File: src/rtl/i2c_tgt_pkg.sv
package i2c_tgt_pkg;

    localparam logic [3:0] DEV_TYPE_CODE = 4'b1010;
    localparam int         STRAP_BITS    = 3;

    typedef struct packed {
        logic scl_rise;
        logic scl_fall;
        logic start;
        logic stop;
        logic sda;
    } bus_evt_t;

    typedef enum logic [2:0] {
        ST_IDLE,
        ST_RX,
        ST_ACK_WAIT,
        ST_ACK,
        ST_TX,
        ST_MACK,
        ST_MACK_WAIT
    } tgt_state_e;

    typedef enum logic [1:0] {
        ROLE_DEV,
        ROLE_AHI,
        ROLE_ALO,
        ROLE_DATA
    } byte_role_e;

    function automatic logic dev_match(input logic [7:0] b,
                                       input logic [STRAP_BITS-1:0] s);
        return (b[7:4] == DEV_TYPE_CODE) && (b[3:1] == s);
    endfunction

    function automatic byte_role_e next_role(input byte_role_e r);
        case (r)
            ROLE_DEV: return ROLE_AHI;
            ROLE_AHI: return ROLE_ALO;
            default:  return ROLE_DATA;
        endcase
    endfunction

endpackage

File: src/rtl/i2c_line_sync.sv
module i2c_line_sync
    import i2c_tgt_pkg::*;
#(
    parameter int STAGES = 2
) (
    input  logic     clk,
    input  logic     rst,
    input  logic     scl_raw,
    input  logic     sda_raw,
    output bus_evt_t evt
);

    logic [STAGES-1:0] scl_ff;
    logic [STAGES-1:0] sda_ff;
    logic              scl_d;
    logic              sda_d;
    logic              scl_s;
    logic              sda_s;

    assign scl_s = scl_ff[STAGES-1];
    assign sda_s = sda_ff[STAGES-1];

    generate
        if (STAGES == 1) begin : g_single
            always_ff @(posedge clk) begin
                if (rst) begin
                    scl_ff <= '1;
                    sda_ff <= '1;
                end else begin
                    scl_ff <= scl_raw;
                    sda_ff <= sda_raw;
                end
            end
        end else begin : g_chain
            always_ff @(posedge clk) begin
                if (rst) begin
                    scl_ff <= '1;
                    sda_ff <= '1;
                end else begin
                    scl_ff <= {scl_ff[STAGES-2:0], scl_raw};
                    sda_ff <= {sda_ff[STAGES-2:0], sda_raw};
                end
            end
        end
    endgenerate

    always_ff @(posedge clk) begin
        if (rst) begin
            scl_d <= 1'b1;
            sda_d <= 1'b1;
        end else begin
            scl_d <= scl_s;
            sda_d <= sda_s;
        end
    end

    always_comb begin
        evt.scl_rise = scl_s & ~scl_d;
        evt.scl_fall = ~scl_s & scl_d;
        evt.start    = scl_s & scl_d & sda_d & ~sda_s;
        evt.stop     = scl_s & scl_d & ~sda_d & sda_s;
        evt.sda      = sda_s;
    end

endmodule

File: src/rtl/i2c_word_ptr.sv
module i2c_word_ptr #(
    parameter int ADDR_W = 13,
    parameter int DEPTH  = 8192
) (
    input  logic              clk,
    input  logic              rst,
    input  logic              load,
    input  logic [ADDR_W-1:0] load_val,
    input  logic              inc,
    output logic [ADDR_W-1:0] ptr
);

    localparam logic [ADDR_W-1:0] LAST = ADDR_W'(DEPTH - 1);

    logic [ADDR_W-1:0] ptr_q;
    logic [ADDR_W-1:0] ptr_inc;

    generate
        if (DEPTH == (1 << ADDR_W)) begin : g_pow2
            assign ptr_inc = ptr_q + ADDR_W'(1);
        end else begin : g_limit
            assign ptr_inc = (ptr_q == LAST) ? '0 : ptr_q + ADDR_W'(1);
        end
    endgenerate

    always_ff @(posedge clk) begin
        if (rst) begin
            ptr_q <= '0;
        end else if (load) begin
            ptr_q <= load_val;
        end else if (inc) begin
            ptr_q <= ptr_inc;
        end
    end

    assign ptr = ptr_q;

endmodule

File: src/rtl/i2c_tgt_ctrl.sv
module i2c_tgt_ctrl
    import i2c_tgt_pkg::*;
#(
    parameter int ADDR_W = 13
) (
    input  logic                  clk,
    input  logic                  rst,
    input  bus_evt_t              evt,
    input  logic [STRAP_BITS-1:0] strap,
    input  logic                  wr_busy,
    input  logic [7:0]            rd_data,
    output logic                  sda_drive,
    output logic                  rd_req,
    output logic                  wr_valid,
    output logic [7:0]            wr_data,
    output logic                  wr_commit,
    output logic                  ptr_load,
    output logic [ADDR_W-1:0]     ptr_val
);

    localparam int HI_W = ADDR_W - 8;

    tgt_state_e        state_q;
    byte_role_e        role_q;
    logic [2:0]        bit_q;
    logic [7:0]        rx_q;
    logic [7:0]        tx_q;
    logic [7:0]        txbuf_q;
    logic [HI_W-1:0]   hi_q;
    logic              ack_q;
    logic              rnw_q;
    logic              wr_any_q;
    logic              cap_q;
    logic              rd_req_q;
    logic              wr_valid_q;
    logic [7:0]        wr_data_q;
    logic              wr_commit_q;
    logic              ptr_load_q;
    logic [ADDR_W-1:0] ptr_val_q;
    logic [7:0]        rx_nxt;

    assign rx_nxt = {rx_q[6:0], evt.sda};

    always_ff @(posedge clk) begin
        if (rst) begin
            state_q     <= ST_IDLE;
            role_q      <= ROLE_DEV;
            bit_q       <= '0;
            rx_q        <= '0;
            tx_q        <= '1;
            txbuf_q     <= '0;
            hi_q        <= '0;
            ack_q       <= 1'b0;
            rnw_q       <= 1'b0;
            wr_any_q    <= 1'b0;
            cap_q       <= 1'b0;
            rd_req_q    <= 1'b0;
            wr_valid_q  <= 1'b0;
            wr_data_q   <= '0;
            wr_commit_q <= 1'b0;
            ptr_load_q  <= 1'b0;
            ptr_val_q   <= '0;
        end else begin
            rd_req_q    <= 1'b0;
            wr_valid_q  <= 1'b0;
            wr_commit_q <= 1'b0;
            ptr_load_q  <= 1'b0;
            cap_q       <= rd_req_q;
            if (cap_q) begin
                txbuf_q <= rd_data;
            end

            if (evt.stop) begin
                state_q     <= ST_IDLE;
                wr_commit_q <= wr_any_q;
                wr_any_q    <= 1'b0;
            end else if (evt.start) begin
                state_q  <= ST_RX;
                role_q   <= ROLE_DEV;
                bit_q    <= '0;
                wr_any_q <= 1'b0;
            end else begin
                case (state_q)
                    ST_RX: begin
                        if (evt.scl_rise) begin
                            rx_q  <= rx_nxt;
                            bit_q <= bit_q + 3'd1;
                            if (bit_q == 3'd7) begin
                                state_q <= ST_ACK_WAIT;
                                bit_q   <= '0;
                                case (role_q)
                                    ROLE_DEV: begin
                                        ack_q <= dev_match(rx_nxt, strap) && !wr_busy;
                                        rnw_q <= rx_nxt[0];
                                    end
                                    ROLE_AHI: begin
                                        hi_q  <= rx_nxt[HI_W-1:0];
                                        ack_q <= 1'b1;
                                    end
                                    ROLE_ALO: begin
                                        ptr_load_q <= 1'b1;
                                        ptr_val_q  <= {hi_q, rx_nxt};
                                        ack_q      <= 1'b1;
                                    end
                                    default: begin
                                        wr_valid_q <= 1'b1;
                                        wr_data_q  <= rx_nxt;
                                        wr_any_q   <= 1'b1;
                                        ack_q      <= 1'b1;
                                    end
                                endcase
                            end
                        end
                    end
                    ST_ACK_WAIT: begin
                        if (evt.scl_fall) begin
                            if (ack_q) begin
                                state_q <= ST_ACK;
                                if (role_q == ROLE_DEV && rnw_q) begin
                                    rd_req_q <= 1'b1;
                                end
                            end else begin
                                state_q <= ST_IDLE;
                            end
                        end
                    end
                    ST_ACK: begin
                        if (evt.scl_fall) begin
                            if (role_q == ROLE_DEV && rnw_q) begin
                                state_q <= ST_TX;
                                tx_q    <= txbuf_q;
                                bit_q   <= '0;
                            end else begin
                                state_q <= ST_RX;
                                role_q  <= next_role(role_q);
                                bit_q   <= '0;
                            end
                        end
                    end
                    ST_TX: begin
                        if (evt.scl_fall) begin
                            if (bit_q == 3'd7) begin
                                state_q <= ST_MACK;
                                bit_q   <= '0;
                            end else begin
                                tx_q  <= {tx_q[6:0], 1'b1};
                                bit_q <= bit_q + 3'd1;
                            end
                        end
                    end
                    ST_MACK: begin
                        if (evt.scl_rise) begin
                            if (!evt.sda) begin
                                rd_req_q <= 1'b1;
                                state_q  <= ST_MACK_WAIT;
                            end else begin
                                state_q <= ST_IDLE;
                            end
                        end
                    end
                    ST_MACK_WAIT: begin
                        if (evt.scl_fall) begin
                            state_q <= ST_TX;
                            tx_q    <= txbuf_q;
                            bit_q   <= '0;
                        end
                    end
                    default: begin
                        state_q <= ST_IDLE;
                    end
                endcase
            end
        end
    end

    assign sda_drive = (state_q == ST_ACK) || (state_q == ST_TX && !tx_q[7]);
    assign rd_req    = rd_req_q;
    assign wr_valid  = wr_valid_q;
    assign wr_data   = wr_data_q;
    assign wr_commit = wr_commit_q;
    assign ptr_load  = ptr_load_q;
    assign ptr_val   = ptr_val_q;

endmodule

File: src/rtl/i2c_eeprom_target.sv
module i2c_eeprom_target
    import i2c_tgt_pkg::*;
#(
    parameter int ADDR_W      = 13,
    parameter int DEPTH       = 1 << ADDR_W,
    parameter int SYNC_STAGES = 2
) (
    input  logic              clk,
    input  logic              rst,
    input  logic              scl_in,
    input  logic              sda_in,
    input  logic [2:0]        strap,
    output logic              sda_oe,
    input  logic              wr_busy,
    output logic              wr_valid,
    output logic [ADDR_W-1:0] wr_addr,
    output logic [7:0]        wr_data,
    output logic              wr_commit,
    output logic              rd_en,
    output logic [ADDR_W-1:0] rd_addr,
    input  logic [7:0]        rd_data
);

    bus_evt_t          evt;
    logic              ptr_load;
    logic [ADDR_W-1:0] ptr_val;
    logic [ADDR_W-1:0] ptr;
    logic              rd_req;
    logic              wr_pulse;

    i2c_line_sync #(.STAGES(SYNC_STAGES)) u_sync (
        .clk     (clk),
        .rst     (rst),
        .scl_raw (scl_in),
        .sda_raw (sda_in),
        .evt     (evt)
    );

    i2c_tgt_ctrl #(.ADDR_W(ADDR_W)) u_ctrl (
        .clk       (clk),
        .rst       (rst),
        .evt       (evt),
        .strap     (strap),
        .wr_busy   (wr_busy),
        .rd_data   (rd_data),
        .sda_drive (sda_oe),
        .rd_req    (rd_req),
        .wr_valid  (wr_pulse),
        .wr_data   (wr_data),
        .wr_commit (wr_commit),
        .ptr_load  (ptr_load),
        .ptr_val   (ptr_val)
    );

    i2c_word_ptr #(.ADDR_W(ADDR_W), .DEPTH(DEPTH)) u_ptr (
        .clk      (clk),
        .rst      (rst),
        .load     (ptr_load),
        .load_val (ptr_val),
        .inc      (rd_req | wr_pulse),
        .ptr      (ptr)
    );

    assign wr_valid = wr_pulse;
    assign wr_addr  = ptr;
    assign rd_en    = rd_req;
    assign rd_addr  = ptr;

endmodule

File: config.mk
export PLATFORM = sky130hd
export DESIGN_NAME = i2c_eeprom_target
export DESIGN_NICKNAME = d
export VERILOG_FILES = /design/src/rtl/i2c_tgt_pkg.sv /design/src/rtl/i2c_line_sync.sv /design/src/rtl/i2c_word_ptr.sv /design/src/rtl/i2c_tgt_ctrl.sv /design/src/rtl/i2c_eeprom_target.sv
export SDC_FILE = /design/constraint.sdc
export NUM_CORES = 1
export LEC_CHECK = 0
export CELL_PAD_IN_SITES_DETAIL_PLACEMENT = 1
export CELL_PAD_IN_SITES_GLOBAL_PLACEMENT = 1
export CORE_MARGIN = 2
export CORE_UTILIZATION = 37
export CTS_CLUSTER_SIZE = 28
export DETAILED_ROUTE_END_ITERATION = 10
export PLACE_DENSITY_LB_ADDON = 0.1
export SLEW_MARGIN = 20
export SYNTH_ARGS = -nofsm -noshare
export SYNTH_HDL_FRONTEND = slang
export SYNTH_SLANG_ARGS = --single-unit
File: constraint.sdc
create_clock -name clk -period 1.6 [get_ports clk]
set_input_delay 0.32 -clock clk [delete_from_list [all_inputs] [get_ports clk]]
set_output_delay 0.32 -clock clk [all_outputs]
set_load 0.03 [all_outputs]
* Word level (Yosys, flattened, before mapping)
Index checks and enable logic that the tools add are counted.
Storage, ports and cells: register bits after elaboration 84, latch bits 0, RAM bits 0, memory bits (read-only) 0, input bits 16, output and inout bits 38, word-level logic and storage cells 146, memories 0
Operators by class: add/subtract/negate cells 2, multipliers 0, divide/modulo/power cells 0, order comparisons 0, eq/ne operators 31, shift operators 0, mux-type cells 41, bitwise logic cells 18, reduce and logical (&&, ||, !) cells 31
Operators by type and width (count):
- $mux W3 | 15
- $mux W8 | 5
- $mux W13 | 2
- $pmux W8 S3 | 1
- $reduce_and A6 Y1 | 4
- $reduce_and A8 Y1 | 3
- $ne A3 B3 Y1 const B | 6
- $pmux W3 S6 | 1
- $ne A2 B2 Y1 const B | 8
- $add A13 B1 Y13 const B | 1
- $eq A3 B3 Y1 const B | 4
- $reduce_and A4 Y1 | 3
- $mux W2 | 5
- $not A1 Y1 | 10
- $reduce_and A5 Y1 | 2
- $mux W1 | 9
- $pmux W3 S3 | 1
- $and A1 B1 Y1 | 7
- $eq A3 B2 Y1 const B | 2
- $ne A2 B1 Y1 const B | 3
- $ne A3 B2 Y1 const B | 2
- $reduce_bool A2 Y1 | 3
- $reduce_or A2 Y1 | 3
- $reduce_or A3 Y1 | 2
- other kinds (17) | 21

* Logic depth before layout (Yosys ltp)
Gate-level depths: netlist of run 1.
depth in word-level cells 6, depth in mapped cells 8, gate-level depth less buffers 7

* Modules after synthesis
From an unflattened synthesis of run 1, not the netlist that was laid out.
Unflattened totals: cells, all modules 427, area, all modules 3936.3 µm²
Modules (own cells, without submodules):
- i2c_tgt_ctrl | instances 1, cells an instance 306, area an instance 2859.0 µm², sequential area each 1301.2 µm²
- i2c_word_ptr | instances 1, cells an instance 90, area an instance 775.7 µm², sequential area each 260.2 µm²
- i2c_line_sync | instances 1, cells an instance 17, area an instance 197.7 µm², sequential area each 120.1 µm²
- i2c_eeprom_target | instances 1, cells an instance 14, area an instance 103.8 µm², sequential area each 0.0 µm²

* Worst setup path after synthesis of run 1
No wires, ideal clock.
path type register -> register, from register u_ctrl.bit_q[0], to register u_ctrl.ptr_val_q[0], in the netlist u_ctrl.ptr_val[0], setup time 0.128 ns, arrival time 1.593 ns, required time 1.472 ns, path slack -0.120 ns, stages on the path, launching flop included 8, path buffers 1, period minus slack after synthesis 1.720 ns, cells stage by stage dfxtp_1 > ha_1 > ha_1 > nand3_2 > nor3b_4 > buf_6 > mux2i_1 > nor2_1
On the way: cells in the longest elaborated chain, start to end 2
RTL lines:
- start: declaration | RTL line i2c_tgt_ctrl.sv:25 | logic [2:0] bit_q;
- start signal: assignment | RTL line i2c_tgt_ctrl.sv:87 | bit_q <= bit_q + 3'd1;
- start signal: assignment | RTL line i2c_tgt_ctrl.sv:147 | bit_q <= bit_q + 3'd1;
- $eq A3 B3 Y1 | RTL line i2c_tgt_ctrl.sv:88 | if (bit_q == 3'd7) begin
- $reduce_and A6 Y1 (no line)
- end signal: assignment | RTL line i2c_tgt_ctrl.sv:102 | ptr_val_q <= {hi_q, rx_nxt};
- end: declaration | RTL line i2c_tgt_ctrl.sv:39 | logic [ADDR_W-1:0] ptr_val_q;
No other way between the ends. A chain may end at the register's enable or synchronous reset.

* Final worst setup path of run 1
from register u_ctrl.state_q[0], to output sda_oe
On the way: cells in the longest elaborated chain, start to end 3, elaborated cells between the ends (all ways) 4, those cells by class eq/ne: 2; reduce/logical: 2
RTL lines:
- start: declaration | RTL line i2c_tgt_ctrl.sv:23 | tgt_state_e state_q;
- start signal: assignment | RTL line i2c_tgt_ctrl.sv:46 | state_q <= ST_IDLE;
- start signal: assignment | RTL line i2c_tgt_ctrl.sv:74 | state_q <= ST_IDLE;
- start signal: assignment | RTL line i2c_tgt_ctrl.sv:78 | state_q <= ST_RX;
- $eq A3 B3 Y1 | RTL line i2c_tgt_ctrl.sv:176 | assign sda_drive = (state_q == ST_ACK) || (state_q == ST_TX && !tx_q[7]);
- $logic_and A1 B1 Y1 | RTL line i2c_tgt_ctrl.sv:176
- $logic_or A1 B1 Y1 * | RTL line i2c_tgt_ctrl.sv:176
- end: declaration | RTL line i2c_eeprom_target.sv:13 | output logic sda_oe,
Mark *: on every way between the ends. The rest lies on a longest branch, timed or not.

==> reports/metrics.csv, run 1 <==
metric;value;unit
worst_r2r_endpoint;u_ctrl.state_q[1];
gp_congestion;0.820;
arrival;1.46;ns
final_nets;532;
drt-initial-drc-count;92;
min_period;1.78;ns
hold_class;reg2reg;
cts_tree;yes;
setup_tns;-1.32;ns
p_int;0.00313;W
maxCapViolations;0;
vias_per_cell;5.08;
p_switching;0.00102;W
tightest_slew;0.488;ns
critPathLaunchType;register;
share_comb_of_total_power;0.063;
pin_count;54;
end_kind;primary output;
insertion_delay;0.37;ns
syn_inst;412;
num-fill-cells;1158;
synth-async-reset-ratio;0;
ant_nets;0;
clkPwrFrac;0.428;
avgSynthCellArea;9.09;sq um
seqPwrFrac;0.509;
critPathKind;reg2out;
synth_area_leader_cell;dfxtp_1;
violations;negative setup slack;
die-height;105;um
min_delay_path_depth;1;
maxSlewHeadroom;0.673;
drc;0;
grt_overflow;0;
dr.pass1.iters;4;
powerDensity;785;mW/mm^2
area_delta_synth_final;41.2;%
rr_worst_depth;7;
synth_area_leaders;dfxtp_1 (45%), mux2i_1 (13%), nor2_1 (6.0%);
ys_top_cells_by_count;dfxtp_1 (84), nor2_1 (60), mux2i_1 (50), nand2_1 (35), a21oi_1 (18);
switching_share;0.246;
ir_drop;0.000406;V
min_to;u_sync.scl_ff[1];
antennaDiodeCount;0;
wl_per_cell;17.0;um
yosysWarningCount;0;
pre_cts_slack;-0.171;ns
seq_area_frac_synth;0.449;
synth.top_cell.area_share;0.449;
path_max_fanout;6;
first_global_vias;3343;
rrSetupSlack;-0.11;ns
dieArea;0.0109;sq mm
cts_buffer_depth;2;
holdCritStartpoint;u_sync.scl_ff[0];
ctsRootBufferMaster;clkbuf_8;
finalSetupViolCount;23;
fin_area;0.00529;sq mm
yosysMostFrequentCell;dfxtp_1;
fin_util;0.538;
clk_pin_slew_worst_paths;0.09;ns
outcome;complete, but fails checks;
core;0.00982;sq mm
period_share;1.12;
grt_util_all_layers;0.200;
finalMaxSlewViolations;0;
drive_above_1_share;0.282;
synth_flop_cell;dfxtp_1;
numPortBuffers;53;
synth_seq_cells;84;
htree_levels;3;
wirelength;11100;um
fmax;560;MHz
worstPathRequired;1.28;ns
layout_setup_ws;-0.185;ns
synth-edff-count;0;
hold_viol;0;
dp_hpwl;7050;um
finalClockSkew;0.0118;ns
syn-num-nets;431;
clock_sink_count;84;
die-width;105;um
r2r-start;u_ctrl.bit_q[0];
rows;36;
p_leak;2.21;nW
grt_max_degree;36;
rsz0062_at_grt;true;
ys_types;51;
dpl_cell_area;0.00467;sq mm
numCtsBuffers;9;
routed-via-count;3307;
start_util;0.381;
syn-cell-area;0.00374;sq mm
grt_pass1_wl;17300;um
antenna_found_initial;0;
## metrics by stage
step	hold slack (ns)	cells	total power (W)
6_report	0.429	651	0.00415
5_1_grt	0.453	651	0.00429
4_1_cts	0.435	642	0.00416
3_5_place_dp	0.401	614	0.00237
3_3_place_gp	0.400	614	0.00237
2_1_floorplan	0.389	412	0.00227
## area by class of cell
cell class | instances | area (sq um) | share of cell area
multi-input combinational | 286 | 2040 | 0.387
sequential | 84 | 1700 | 0.322
timing repair buffer | 125 | 1120 | 0.211
tap | 133 | 166 | 0.0315
clock buffer | 9 | 124 | 0.0234
clock inverter | 7 | 105 | 0.0199
inverter | 7 | 26.3 | 0.00497
## layout by cell type (no fill, tap or decap), types with 3 or more instances in the layout
| cell type | synthesis | routed |
|---|---|---|
| dlygate4sd2_1 | 0 | 29 |
| nand4_1 | 3 | 3 |
| nor3_1 | 4 | 3 |
| a211oi_1 | 5 | 5 |
| buf_4 | 14 | 56 |
| inv_1 | 5 | 5 |
| nor2_1 | 60 | 59 |
| xor2_1 | 10 | 10 |
| nand2_1 | 35 | 31 |
| o211ai_1 | 8 | 8 |
| clkdlybuf4s15_1 | 0 | 6 |
| clkbuf_8 | 0 | 9 |
| inv_6 | 0 | 3 |
| dfxtp_1 | 84 | 74 |
| nand3_1 | 14 | 13 |
| o21a_1 | 3 | 3 |
| buf_6 | 2 | 14 |
| o21ai_0 | 11 | 8 |
| mux2i_1 | 50 | 48 |
| or2_2 | 6 | 6 |
| clkdlybuf4s50_1 | 0 | 14 |
| and2_1 | 3 | 3 |
| nand2b_1 | 5 | 4 |
| nand2_2 | 0 | 4 |
| dfxtp_4 | 0 | 4 |
| a21oi_1 | 18 | 16 |
| dfxtp_2 | 0 | 6 |
| xnor2_1 | 5 | 5 |
| nor2b_1 | 9 | 7 |
## cells by family (layout without fill, tap and decap cells)
logic type	count (synthesis)	count (layout)	share of synthesized area
AND/OR/NAND/NOR	157	157	0.203
flip-flops	84	84	0.449
AO/OA/AOI/OAI	61	61	0.107
multiplexers	50	50	0.134
buffers and inverters	42	148	0.0615
XOR/XNOR	15	15	0.0351
adder cells (fa/ha/maj)	3	3	0.0100
## critical path, cell delays in order, from the launching register on
cell and delay (ns):
dfxtp_2 0.35, buf_8 0.13, nand2b_4 0.16, buf_6 0.12, o31ai_4 0.18, buf_6 0.16
## repair_timing
| action | 4_1_cts | 5_1_grt |
|---|---|---|
| setup buffers | 11 | 9 |
| gates resized for setup | 62 | 51 |
| cloned | 2 | 0 |
| pin swaps | 4 | 11 |
| hold buffers | 0 | 0 |
| endpoints found under the setup margin | 74 | 61 |
## sequential cells by signal, indices dropped and copies added (netlist names)
| signal | cells |
|---|---|
| u_ctrl.ack_q | 1 |
| u_ctrl.wr_any_q | 1 |
| u_sync.sda_d | 1 |
| u_ctrl.txbuf_q | 8 |
| u_ptr.ptr | 13 |
| u_ctrl.wr_commit | 1 |
| u_sync.scl_d | 1 |
| u_ctrl.state_q | 3 |
| u_ctrl.tx_q | 8 |
| u_ctrl.role_q | 2 |
| u_sync.sda_ff | 2 |
| u_ctrl.wr_data | 8 |
| u_ctrl.rx_q | 7 |
| u_ctrl.hi_q | 5 |
| u_ctrl.bit_q | 3 |
| u_ctrl.rd_req | 1 |
| u_ctrl.rnw_q | 1 |
| u_ctrl.cap_q | 1 |
| u_ctrl.ptr_val | 13 |
| u_ctrl.wr_valid | 1 |
| u_ctrl.ptr_load | 1 |
| u_sync.scl_ff | 2 |
## per-layer routing
metal	GRT usage	vias up	part of all wire	routed length, um
met1	0.274	1614	0.47	5190
li1	-	1606	-	-
met2	0.312	62	0.48	5290
met5	0	-	0	0
met3	0.0368	25	0.028	307
met4	0.0790	0	0.025	277
## worst max-delay path by stage
stage	start	end	depth (start not counted)
floorplan	u_ctrl.state_q[1]	u_ctrl.ptr_val[0]	7
global placement	u_ctrl.state_q[2]	u_ctrl.tx_q[0]	5
detailed placement	u_ctrl.state_q[2]	u_ctrl.tx_q[0]	5
CTS	u_ctrl.state_q[0]	sda_oe	5
global route	u_ctrl.state_q[1]	sda_oe	5
finish	u_ctrl.state_q[0]	sda_oe	5
## power groups by stage
stage                     registers [W]  logic (W)  clock network (W)
after detailed placement        0.00216   0.000211                  0
after floorplan                 0.00216   0.000112                  0
final                           0.00211   0.000262            0.00178
after global placement          0.00216   0.000207                  0
after CTS                       0.00211   0.000225            0.00183
after global routing            0.00211   0.000281            0.00190
Note: power is estimated with default switching activity, not from simulation.
==> inputs of run 2 (changes only) <==
--- a/config.mk
+++ b/config.mk
@@ -8,9 +8,10 @@
 export CELL_PAD_IN_SITES_DETAIL_PLACEMENT = 1
 export CELL_PAD_IN_SITES_GLOBAL_PLACEMENT = 1
 export CORE_MARGIN = 2
-export CORE_UTILIZATION = 37
+export CORE_UTILIZATION = 45
 export CTS_CLUSTER_SIZE = 28
 export DETAILED_ROUTE_END_ITERATION = 10
+export DONT_BUFFER_PORTS = 1
 export PLACE_DENSITY_LB_ADDON = 0.1
 export SLEW_MARGIN = 20
 export SYNTH_ARGS = -nofsm -noshare
==> constraint.sdc (replaced) <==
create_clock -name clk -period 1.66 [get_ports clk]
set_input_delay 0.332 -clock clk [delete_from_list [all_inputs] [get_ports clk]]
set_output_delay 0.332 -clock clk [all_outputs]
set_load 0.03 [all_outputs]
==> run 2 against run 1 <==
Compared with the run above: the run still ends with negative setup slack left; final cell count decreased by 14%; global-route usage increased by 2.3 points; hold slack got worse by 0.39 ns; critical path depth increased by 1; sequential share of layout area increased by 5.7 points; final area decreased by 15%; worst setup slack improved by 0.17 ns; clock-buffer cell count increased by 3; critical path type is now reg2reg; largest cell class unchanged; largest power group unchanged; highest routed layer unchanged.
==> reports/metrics.csv, run 2 (synthesis gave the netlist of run 1 again) <==
metric;value;unit;change
vias_per_cell;5.43;;+7.0%
cp-startpoint;u_ctrl.state_q[1];;
num-fill-cells;947;;-18%
start_util;0.460;;+0.0790
crit_slowest_cell;dfxtp_4;;
rsz0062_at_grt;true;;
maxCapViolations;0;;unchanged
clkPwrFrac;0.408;;-0.020
hold_viol;0;;unchanged
slowest_delay;0.39;ns;+0.04 ns
cts_tree;yes;;
final_nets;468;;-12%
htree_levels;3;;unchanged
final_common_cell;dfxtp_1;;
critPathLaunchType;register;;
antenna_found_initial;0;;unchanged
r2r-start;u_ctrl.state_q[1];;
powerDensity;822;mW/mm^2;+4.6%
crit_end;u_ctrl.ptr_val[6];;
dr.pass1.iters;4;;unchanged
numCtsBuffers;9;;unchanged
rrSetupSlack;-0.02;ns;+0.09 ns
seqPwrFrac;0.553;;+0.044
period_share;1.01;;
critPathKind;reg2reg;;
worst_r2r_endpoint;u_ctrl.ptr_val[6];;
routed-via-count;3038;;-8.1%
finalNonFillerCells;559;;-14%
first_global_vias;3146;;-5.9%
grt_max_degree;66;;+83%
path_buf_inv;1;;-2
critPathTopFamily;simple AND/OR/NAND/NOR gates;;
p_int;0.00284;W;-9.3%
dp_hpwl;6630;um;-5.9%
clock_sink_count;84;;unchanged
end_kind;register;;
grt_util_all_layers;0.223;;+0.0229
switching_share;0.229;;-0.0167
cp.depth;6;;+1
antennaDiodeCount;0;;unchanged
cp_common_cell;nor3b_4;;
most-common-layout-cells;dfxtp_1 (75), nor2_1 (58), buf_4 (57);;
numPortBuffers;0;;-100%
finalSetupViolCount;5;;-78%
hold_class;in2reg;;
grt_pass1_wl;15500;um;-10%
wl_per_cell;17.1;um;+0.28%
die-height;95.2;um;-9.0%
rr_worst_depth;6;;-1
dp.cells;536;;-13%
holdCritStartpoint;rst;;
fmax;596;MHz;
dieArea;0.00907;sq mm;-17%
multi_input_area;0.00193;sq mm;-5.6%
cts_buffer_depth;2;;unchanged
finalMaxSlewViolations;0;;unchanged
finalClockSkew;0.0168;ns;+0.00496 ns
maxSlewHeadroom;0.674;;+0.000776
ir_drop;0.000595;V;+47%
outcome;complete, but fails checks;;
pin_count;54;;unchanged
worstPathRequired;1.91;ns;+0.63 ns
postCtsHoldBufs;0;;unchanged
area_delta_synth_final;19.7;%;
gp_congestion;0.819;;-0.15%
drt-initial-drc-count;108;;+17%
wirelength;9530;um;-14%
share_comb_of_total_power;0.039;;-0.024
layout_setup_ws;-0.0175;ns;+0.167 ns
crit_chain;nor3b_4 > nand3_4 > nor3b_4 > clkbuf_16 > mux2i_1 > nor2_1;;
arrival;1.93;ns;+0.47 ns
die-width;95.2;um;-9.0%
regArea;0.00170;sq mm;-0.22%
ctsRootBufferMaster;clkbuf_8;;
insertion_delay;0.36;ns;about the same
drive_above_1_share;0.249;;-0.0330
rows;33;;-8.3%
min_period;1.68;ns;
violations;negative setup slack;;
fin_util;0.551;;+0.0129
drc;0;;unchanged
clk_pin_slew_worst_paths;0.09;ns;about the same
path_max_fanout;7;;+1
tightest_slew;0.489;ns;+0.000316 ns
min_delay_path_depth;1;;unchanged
p_switching;0.000845;W;-17%
core;0.00813;sq mm;-17%
ant_nets;0;;unchanged
p_leak;1.78;nW;-19%
grt_overflow;0;;unchanged
## run 2: cell types whose count changed in the layout (fill, tap and decap cells not counted), sizes merged
| cell | delta |
|---|---|
| dlygate4sd2 | -29 |
| buf | -14 |
| clkdlybuf4s50 | -14 |
| clkdlybuf4s15 | -7 |
| clkbuf | +3 |
| inv | -2 |
| bufinv | -1 |
## run 2: worst min-delay path by stage
| stage | end | slack [ns] |
|---|---|---|
| floorplan | u_sync.scl_ff[1] | 0.39 |
| global placement | u_sync.sda_ff[1] | 0.40 |
| detailed placement | u_sync.sda_ff[1] | 0.41 |
| CTS | u_ctrl.ptr_val[5] | 0.01 |
| global route | u_ctrl.rnw_q | 0.01 |
| finish | u_ctrl.ptr_val[10] | 0.04 |
## run 2: area by class of cell
| class | count | share of cell area |
|---|---|---|
| Multi-Input combinational cell | 286 | 0.431 |
| Timing Repair Buffer | 61 | 0.110 |
| Sequential cell | 84 | 0.379 |
| Tap cell | 105 | 0.0293 |
| Inverter | 7 | 0.00586 |
| Clock buffer | 12 | 0.0324 |
| Clock inverter | 4 | 0.0123 |
## run 2: what timing repair did
item | CTS | global route
buffers inserted | 1 | 5
pin swaps | 0 | 7
cloned | 0 | 1
gates resized for setup | 8 | 20
endpoints found under the setup margin | 16 | 33
## run 2: worst reg2reg max path: stages, from the launching register on
cell and delay [ns]:
dfxtp_4 0.39, nor3b_4 0.31, nand3_4 0.12, nor3b_4 0.30
clkbuf_16 0.23, mux2i_1 0.19, nor2_1 0.05
## run 2: metrics by stage
step,setup WS (ns),power [W],hold WS (ns),instance area [sq um],setup TNS [ns]
floorplan,0.000296,0.00219,0.389,3770,0
global placement,0.0111,0.00221,0.402,4110,0
detailed placement,-0.0286,0.00222,0.406,4110,-0.0825
CTS,-0.0204,0.00374,0.0116,4340,-0.0204
global route,-0.0891,0.00384,0.0135,4480,-1.19
finish,-0.0175,0.00368,0.0390,4480,-0.0425
## run 2: routing by layer
metal	wire length, um	GRT usage	part of all wire	vias to the layer above
met5	0	0	0	-
met4	148	0.0857	0.016	0
met3	352	0.0577	0.037	12
met2	4590	0.361	0.48	51
met1	4440	0.285	0.47	1498
li1	-	-	-	1477
## run 2: power groups by stage
stage               logic (W)  clock network [W]  registers, W
floorplan            0.000107                  0       0.00208
global placement     0.000128                  0       0.00209
detailed placement   0.000130                  0       0.00209
CTS                  0.000134            0.00156       0.00204
global route         0.000156            0.00164       0.00204
finish               0.000142            0.00150       0.00204
